File: src/rtl/dram_refresh_sched.sv
module dram_refresh_sched #(
  parameter int PAUSE_CYC  = 20000,
  parameter int INIT_CYC   = 8,
  parameter int REF_INT    = 1560,
  parameter int MAX_OWED   = 8,
  parameter int RP_CYC     = 3,
  parameter int CSR_CYC    = 1,
  parameter int CHR_CYC    = 1,
  parameter int RAS_CYC    = 5,
  parameter int SR_RAS_CYC = 10000,
  parameter int SR_RPS_CYC = 9
) (
  input  logic clk,
  input  logic rst_n,
  input  logic grant,
  input  logic row_open,
  input  logic lowpwr_req,
  output logic bus_req,
  output logic urgent,
  output logic ready,
  output logic in_self,
  output logic ras_n,
  output logic cas_n,
  output logic we_n
);
  localparam int RSH_CYC = RAS_CYC - CHR_CYC;
  localparam int M1 = (PAUSE_CYC > SR_RAS_CYC) ? PAUSE_CYC : SR_RAS_CYC;
  localparam int M2 = (RP_CYC > SR_RPS_CYC) ? RP_CYC : SR_RPS_CYC;
  localparam int M3 = (RSH_CYC > CHR_CYC) ? RSH_CYC : CHR_CYC;
  localparam int M4 = (M1 > M2) ? M1 : M2;
  localparam int M5 = (M3 > CSR_CYC) ? M3 : CSR_CYC;
  localparam int CNT_MAX = (M4 > M5) ? M4 : M5;
  localparam int CW = $clog2(CNT_MAX + 1);
  localparam int TW = $clog2(REF_INT + 1);
  localparam int OW = $clog2(MAX_OWED + 1);
  localparam int IW = $clog2(INIT_CYC + 1);

  typedef enum logic [3:0] {
    S_PAUSE, S_CSR, S_CHR, S_RSH, S_TAIL, S_IDLE, S_WAIT, S_PRE, S_SELF, S_SRX
  } st_t;

  st_t st, nxt;
  logic [CW-1:0] cnt;
  logic [IW-1:0] icnt;
  logic [TW-1:0] tmr;
  logic [OW-1:0] owed, owed_nx;
  logic rdy, sel;
  logic run, tick, done, srx_end, cnt_z;

  function automatic logic [CW-1:0] len_of(input st_t s);
    case (s)
      S_PAUSE: len_of = CW'(PAUSE_CYC - 1);
      S_CSR:   len_of = CW'(CSR_CYC - 1);
      S_CHR:   len_of = CW'(CHR_CYC - 1);
      S_RSH:   len_of = CW'(RSH_CYC - 1);
      S_TAIL:  len_of = CW'(RP_CYC - 1);
      S_PRE:   len_of = CW'(RP_CYC - 1);
      S_SELF:  len_of = CW'(SR_RAS_CYC - 1);
      S_SRX:   len_of = CW'(SR_RPS_CYC - 1);
      default: len_of = '0;
    endcase
  endfunction

  assign cnt_z = (cnt == '0);

  always_comb begin
    nxt = st;
    case (st)
      S_PAUSE: if (cnt_z) nxt = S_CSR;
      S_CSR:   if (cnt_z) nxt = sel ? S_SELF : S_CHR;
      S_CHR:   if (cnt_z) nxt = S_RSH;
      S_RSH:   if (cnt_z) nxt = S_TAIL;
      S_TAIL:  if (cnt_z) nxt = (rdy || icnt == IW'(INIT_CYC - 1)) ? S_IDLE : S_CSR;
      S_IDLE:  if (owed != '0 || lowpwr_req) nxt = S_WAIT;
      S_WAIT:  if (grant && !row_open) nxt = S_PRE;
      S_PRE:   if (cnt_z) nxt = S_CSR;
      S_SELF:  if (cnt_z && !lowpwr_req) nxt = S_SRX;
      S_SRX:   if (cnt_z) nxt = S_IDLE;
      default: nxt = S_IDLE;
    endcase
  end

  assign run     = rdy && st != S_SELF && st != S_SRX;
  assign tick    = run && tmr == TW'(REF_INT - 1);
  assign done    = rdy && st == S_TAIL && cnt_z;
  assign srx_end = st == S_SRX && cnt_z;

  always_comb begin
    owed_nx = owed;
    if (tick && !done && owed != OW'(MAX_OWED)) owed_nx = owed + OW'(1);
    else if (done && !tick) owed_nx = owed - OW'(1);
  end

  always_ff @(posedge clk or negedge rst_n) begin
    if (!rst_n) begin
      st   <= S_PAUSE;
      cnt  <= len_of(S_PAUSE);
      icnt <= '0;
      rdy  <= 1'b0;
      sel  <= 1'b0;
      tmr  <= '0;
      owed <= '0;
    end else begin
      st  <= nxt;
      cnt <= (nxt != st) ? len_of(nxt) : (cnt_z ? cnt : cnt - CW'(1));
      if (st == S_TAIL && cnt_z && !rdy) begin
        icnt <= icnt + IW'(1);
        if (icnt == IW'(INIT_CYC - 1)) rdy <= 1'b1;
      end
      if (st == S_IDLE && nxt == S_WAIT) sel <= lowpwr_req;
      if (srx_end) begin
        tmr  <= '0;
        owed <= '0;
      end else begin
        if (run) tmr <= tick ? '0 : tmr + TW'(1);
        owed <= owed_nx;
      end
    end
  end

  assign ready   = rdy;
  assign bus_req = rdy && st != S_IDLE;
  assign urgent  = owed == OW'(MAX_OWED);
  assign in_self = st == S_SELF;
  assign ras_n   = !(st == S_CHR || st == S_RSH || st == S_SELF);
  assign cas_n   = !(st == S_CSR || st == S_CHR || st == S_SELF);
  assign we_n    = 1'b1;
endmodule


File: config.mk
export PLATFORM = sky130hd
export DESIGN_NAME = dram_refresh_sched
export DESIGN_NICKNAME = d
export VERILOG_FILES = /design/src/rtl/dram_refresh_sched.sv
export SDC_FILE = /design/constraint.sdc
export NUM_CORES = 1
export LEC_CHECK = 0
export ABC_CLOCK_PERIOD_IN_PS = 7900
export BUFFER_PORTS_ARGS = -buffer_cell sky130_fd_sc_hd__buf_2
export CORE_AREA = 2 2 82 84
export DETAILED_ROUTE_END_ITERATION = 8
export DIE_AREA = 0 0 84 86
export HOLD_SLACK_MARGIN = 0.1
export PLACE_DENSITY_LB_ADDON = 0.3
export SKIP_LAST_GASP = 1
export SLEW_MARGIN = 20
export SYNTH_ARGS = -nofsm -noshare
export SYNTH_HDL_FRONTEND = slang
export SYNTH_SLANG_ARGS = --single-unit
File: constraint.sdc
create_clock -name clk -period 7.9 [get_ports clk]
set_clock_uncertainty 0.2 [all_clocks]
set_input_delay 1.58 -clock clk [delete_from_list [all_inputs] [get_ports clk]]
set_output_delay 1.58 -clock clk [all_outputs]
set_load 0.005 [all_outputs]
==> results of run 1 <==
[cells in the mapped netlist, types with 6 or more instances]
cell | n | share of area [%]
xor2_1 | 6 | 2.1
clkbuf_1 | 11 | 1.7
nand2b_1 | 6 | 1.5
xnor2_1 | 14 | 5.0
dfstp_2 | 9 | 9.6
nand3_1 | 6 | 1.2
nand2_1 | 25 | 3.8
o21ai_0 | 21 | 4.3
dfrtp_1 | 31 | 31
a21oi_1 | 12 | 2.4
nor3_1 | 6 | 1.2
nor2_1 | 29 | 4.4
inv_1 | 9 | 1.4
nor4_1 | 9 | 2.3
[per-layer routing]
layer / global-route usage, % / wire (microns)
met1: 19.5 / 2490
met5: 0 / 0
met3: 2.69 / 92
met2: 22.9 / 2290
met4: 5.28 / 75
[power breakdown]
part           internal [mW]  switching [mW]
combinational        0.00113         0.00469
sequential             0.205        0.000268
clock                 0.0601          0.0703
[layout make-up]
class / instances / area share, %
well taps: 77 / 3.66
flip-flops and latches: 40 / 38.4
clock buffers: 6 / 2.76
repair buffers: 10 / 1.90
multi-input cells: 212 / 51.6
clock inverters: 1 / 0.190
inverters: 10 / 1.47
[through the flow]
step	power (mW)	hold WS (ps)	util, %
final	0.342	279	42.0
after global routing	0.355	295	42.0
after CTS	0.345	280	42.0
after detailed placement	0.215	264	40.7
after global placement	0.215	265	40.7
after floorplan	0.210	246	-
[worst paths after layout]
check / startpoint / to / slack (ps)
worst max-delay path: tmr[5]$_DFFE_PN0P_ / owed[3]$_DFFE_PN0P_ / 4400
worst min-delay path: icnt[3]$_DFFE_PN0P_ / icnt[3]$_DFFE_PN0P_ / 280
worst max register to register: tmr[5]$_DFFE_PN0P_ / owed[3]$_DFFE_PN0P_ / 4400
worst min register to register: icnt[3]$_DFFE_PN0P_ / icnt[3]$_DFFE_PN0P_ / 280
max in group asynchronous: rst_n / cnt[13]$_DFFE_PN0P_ / 5730
min in group asynchronous: rst_n / owed[1]$_DFFE_PN0P_ / 1210
[logic make-up after synthesis]
| family | count (synthesis) | share of synthesized area [%] |
|---|---|---|
| and+or+nand+nor | 124 | 27.8 |
| buffers and inverters | 23 | 4.00 |
| xor gates and xnor gates | 20 | 7.09 |
| muxes | 8 | 3.39 |
| DFF | 40 | 41.0 |
| other | 1 | 0.152 |
| AOI/OAI and AO/OA | 53 | 13.3 |
| adders and majority gates | 6 | 3.34 |
[worst max-delay path: stages, from the launching register on]
cell and delay (ps):
dfrtp_1 410, or4b_2 690, or4_1 520, nor3_1 310
nand2_1 160, ha_1 290, a21o_1 170, a21oi_1 150
and3b_1 200, o21ai_0 130, nor3b_1 190
[sequential cells by signal (all words and copies together), names as in the netlist]
register,flops
cnt,15
owed,4
ready,1
sel,1
st,4
icnt,4
tmr,11
==> impl_metrics.tcl, run 1 <==
set metrics [dict create \
    worstMarginPinSlew_ps 894 \
    cp-start-kind "flip-flop" \
    die_y_microns 86 \
    stdcell_count 356 \
    dp_slack_ps 4430 \
    post_cts_buffers 0 \
    cts_max_level 2 \
    viasPerCell 5.45 \
    cts_resized 0 \
    placedCellCount 349 \
    cts_root_buffer "clkbuf_8" \
    rows 29 \
    synth_cells 275 \
    power_density_mw_per_mm2 130 \
    synth_cell_types 53 \
    relSlewSlack_pct 40.4 \
    grt_max_degree 41 \
    hp-class "flip-flop to flip-flop" \
    synthArstFlopShare_pct 100 \
    timing.fmax_ghz 0.286 \
    synth_seq_cells 40 \
    dieWidth_microns 84 \
    start_util_pct 39.3 \
    worstPathArrival_ps 3510 \
    hpwl_microns 3590 \
    setup_slack_ps 4400 \
    antenna_found_initial 0 \
    antenna-diode-count 0 \
    hold_depth 1 \
    drcViolationCount 0 \
    fin_area_sq_mm 0.00263 \
    finish.net_count 290 \
    area_growth_pct 6.64 \
    grt_usage_pct 14.4 \
    gp_congestion 0.829 \
    drive_gt1_share_pct 12.9 \
    fin_setup_tns_ps 0 \
    criticalPathCategory "flip-flop to flip-flop" \
    r2r_cells 10 \
    synth_fp_nets 286 \
    layout_commonest_cell "dfrtp_1" \
    drv_slew 0 \
    routedWlPerCell_microns 13.9 \
    placed_cell_area_sq_mm 0.00256 \
    multi_input_area_sq_mm 0.00136 \
    vias 1939 \
    avgSynthCellArea_sq_um 8.98 \
    dr.pass1.iters 4 \
    ios 12 \
    clk_latency_ps 290 \
    ir_drop_mv 0.0776 \
    grt_overflow_total 0 \
    max_cap_viol_count 0 \
    synthFlopType "dfrtp_1" \
    power.leakage_nw 1.10 \
    clock-sinks 40 \
    regArea_sq_mm 0.00101 \
    setup_viol 0 \
    postCtsHoldBufs 0 \
    clk_pin_slew_ps 80 \
    yosysWarningCount 0 \
    finalCritPeriodShare_pct 44.3 \
    final_cell_mix "dfrtp_1 (31), nor2_1 (29), nand2_1 (25), o21ai_0 (21), xnor2_1 (14)" \
    grt_first_pass_wirelength_microns 8400 \
    worst_setup_path_end_kind "flip-flop" \
    yosysSeqAreaShare_pct 41.0 \
    cts_buffers 5 \
    cts_buffer_depth 2 \
    crit_required_ps 7910 \
    fill_cells 639 \
    drt-total-wl_microns 4950 \
    finalHoldViolCount 0 \
    rsz0062_at_grt "no" \
    first_global_vias 1779 \
    cp_max_fo 5 \
    drt_iter0_drc 135 \
    status "completed" \
    synth-edff-count 0 \
    period_needed_ps 3500 \
    tritoncts "done" \
    portBuffers 10 \
    postRouteAntennaNets 0 \
    core-area_sq_mm 0.00628 \
    syn-cell-area_sq_mm 0.00247 \
    dieArea_sq_mm 0.00722 \
]
Note: power is estimated with default switching activity, not from simulation.
==> run 2, diff against run 1 <==
--- a/config.mk
+++ b/config.mk
@@ -5,7 +5,7 @@
 export SDC_FILE = /design/constraint.sdc
 export NUM_CORES = 1
 export LEC_CHECK = 0
-export ABC_CLOCK_PERIOD_IN_PS = 7900
+export ABC_CLOCK_PERIOD_IN_PS = 3100
 export BUFFER_PORTS_ARGS = -buffer_cell sky130_fd_sc_hd__buf_2
 export CORE_AREA = 2 2 82 84
 export DETAILED_ROUTE_END_ITERATION = 8
==> constraint.sdc (replaced) <==
create_clock -name clk -period 3.1 [get_ports clk]
set_clock_uncertainty 0.2 [all_clocks]
set_input_delay 0.62 -clock clk [delete_from_list [all_inputs] [get_ports clk]]
set_output_delay 0.62 -clock clk [all_outputs]
set_load 0.005 [all_outputs]
==> impl_metrics.tcl, run 2 (synthesis results as in run 1) <==
set metrics [dict create \
    status "completed" \
    ios 12 \
    regMostFlops "cnt" \
    gp_congestion 0.831 \
    p_seq_share_pct 57.9 \
    cp-start-kind "flip-flop" \
    fill_cells 609 \
    grt_overflow_total 0 \
    relSlewSlack_pct 39.8 \
    reg_top3 "cnt: 15 flops, tmr: 11 flops" \
    timing.fmax_ghz 0.333 \
    rows 29 \
    grt_max_degree 41 \
    dieArea_sq_mm 0.00722 \
    criticalPathCategory "flip-flop to flip-flop" \
    drt_iter0_drc 75 \
    dr.pass1.iters 4 \
    setup_viol 0 \
    finish.net_count 316 \
    cts_max_level 2 \
    postRouteAntennaNets 0 \
    crit_chain "or4_4 > nor4_4 > buf_4 > nand4b_1 > nand2_1 > ha_1 > a21o_1 > a21oi_2 > and3b_2 > o21ai_2 > nor3b_2" \
    power.leakage_nw 1.27 \
    area_growth_pct 18.2 \
    clk_latency_ps 290 \
    cp_max_fo 3 \
    fin_setup_tns_ps 0 \
    grt_usage_pct 16.0 \
    antenna-diode-count 0 \
    vias 2055 \
    max_cap_viol_count 0 \
    multi_input_area_sq_mm 0.00144 \
    p_int_mw 0.703 \
    cts_root_buffer "clkbuf_8" \
    layout_commonest_cell "dfrtp_1" \
    portBuffers 10 \
    critPathMaxStageDelay_ps 570 \
    cts_buffer_depth 2 \
    cts_buffers 5 \
    met2_usage_pct 28.0 \
    power_density_mw_per_mm2 309 \
    antenna_found_initial 0 \
    viasPerCell 5.37 \
    power_switching_mw 0.200 \
    period_needed_ps 3000 \
    pwr-share-clk_pct 40.4 \
    p_sw_share_pct 22.2 \
    start_util_pct 39.3 \
    r2r_cells 11 \
    met1_usage_pct 19.9 \
    clk_pin_slew_ps 80 \
    finalHoldViolCount 0 \
    drive_gt1_share_pct 25.5 \
    regArea_sq_mm 0.00101 \
    tritoncts "done" \
    finalCritPeriodShare_pct 96.8 \
    dieWidth_microns 84 \
    worstPathArrival_ps 3030 \
    grt.busiest_layer "met2" \
    hpwl_microns 3860 \
    stdcell_count 383 \
    largest_reg_flops 15 \
    placedCellCount 372 \
    drv_slew 0 \
    hp-class "input pin to async pin" \
    crit_required_ps 3130 \
    ir_drop_mv 0.211 \
    routedWlPerCell_microns 14.2 \
    worstMarginPinSlew_ps 902 \
    cp_slowest_cell "or4_4" \
    grt_first_pass_wirelength_microns 9290 \
    rsz0062_at_grt "yes" \
    drt-total-wl_microns 5440 \
    core-area_sq_mm 0.00628 \
    pwr-share-comb_pct 1.6 \
    grt_use_met3_pct 3.08 \
    clock-sinks 40 \
    first_global_vias 2014 \
    worst_setup_path_end_kind "flip-flop" \
    rrSetupSlack_ps 100 \
    drcViolationCount 0 \
    die_y_microns 86 \
    final_cell_mix "dfrtp_1 (31), nor2_1 (29), buf_4 (26), nand2_1 (25), o21ai_0 (20)" \
]
run 2: cell count changes in the layout (fill, tap and decap cells not counted), moves of 2 or more:
cell / previous run / this run
buf_4: 0 / 26
inv_1: 9 / 7
inv_2: 0 / 2
nor3_1: 6 / 4
or4_1: 3 / 1
or4_4: 2 / 4
run 2: what timing repair did:
item / 4_1_cts / 5_1_grt
buffers inserted: 0 / 3
pin swaps: 1 / 9
hold buffers: 0 / 0
endpoints found under the setup margin: 1 / 3
resized for setup: 2 / 11
endpoints found under the hold margin: 0 / 0
run 2: path summary, 6_finish.rpt:
check / start / endpoint
max in group asynchronous: rst_n / cnt[12]$_DFFE_PN0P_
worst min-delay path: rst_n / sel$_DFFE_PN0P_
worst max-delay path: cnt[5]$_DFFE_PN0P_ / owed[3]$_DFFE_PN0P_
min in group clk: icnt[3]$_DFFE_PN0P_ / icnt[3]$_DFFE_PN0P_
worst min register to register: icnt[3]$_DFFE_PN0P_ / icnt[3]$_DFFE_PN0P_
worst max register to register: cnt[5]$_DFFE_PN0P_ / owed[3]$_DFFE_PN0P_
run 2: power by group through the flow:
stage | Clock, mW | Combinational, mW | Sequential [mW]
finish | 0.365 | 0.0147 | 0.523
global route | 0.392 | 0.0178 | 0.524
CTS | 0.372 | 0.0157 | 0.523
detailed placement | 0 | 0.0157 | 0.533
global placement | 0 | 0.0155 | 0.533
floorplan | 0 | 0.00279 | 0.533
run 2: per-stage QoR:
| step | instance area [sq um] | setup WS [ps] | power (mW) | util, % | hold WS (ps) |
|---|---|---|---|---|---|
| final | 2920 | 98.5 | 0.903 | 46.5 | 248 |
| after global routing | 2920 | -102 | 0.934 | 46.5 | 307 |
| after CTS | 2870 | 17.0 | 0.911 | 45.6 | 283 |
| after detailed placement | 2760 | -16.1 | 0.549 | 43.9 | 267 |
| after global placement | 2760 | 99.3 | 0.549 | 43.9 | 263 |
| after floorplan | 2500 | 20.0 | 0.536 | - | 124 |
run 2: cell type report:
type                    count  area share [%]
multi-input cells         212            49.1
well taps                  77            3.30
clock buffers               6            2.83
repair buffers             36            8.40
flip-flops and latches     40            34.7
inverters                  10            1.33
clock inverters             2           0.343
run 2: worst max-delay path: cells and delay by family, from the launching register on:
family | cells | cell delay (ps)
AOI/OAI and AO/OA | 3 | 400
adders and majority gates | 1 | 240
DFF | 1 | 390
and+or+nand+nor | 6 | 1540
buffers and inverters | 1 | 170
run 2: per-layer routing:
metal	routed length [microns]	vias to the layer above	part of all wire, %
li1	-	1035	-
met1	2600	992	48
met2	2660	21	49
met3	123	7	2.3
met4	59	0	1.1
met5	0	-	0
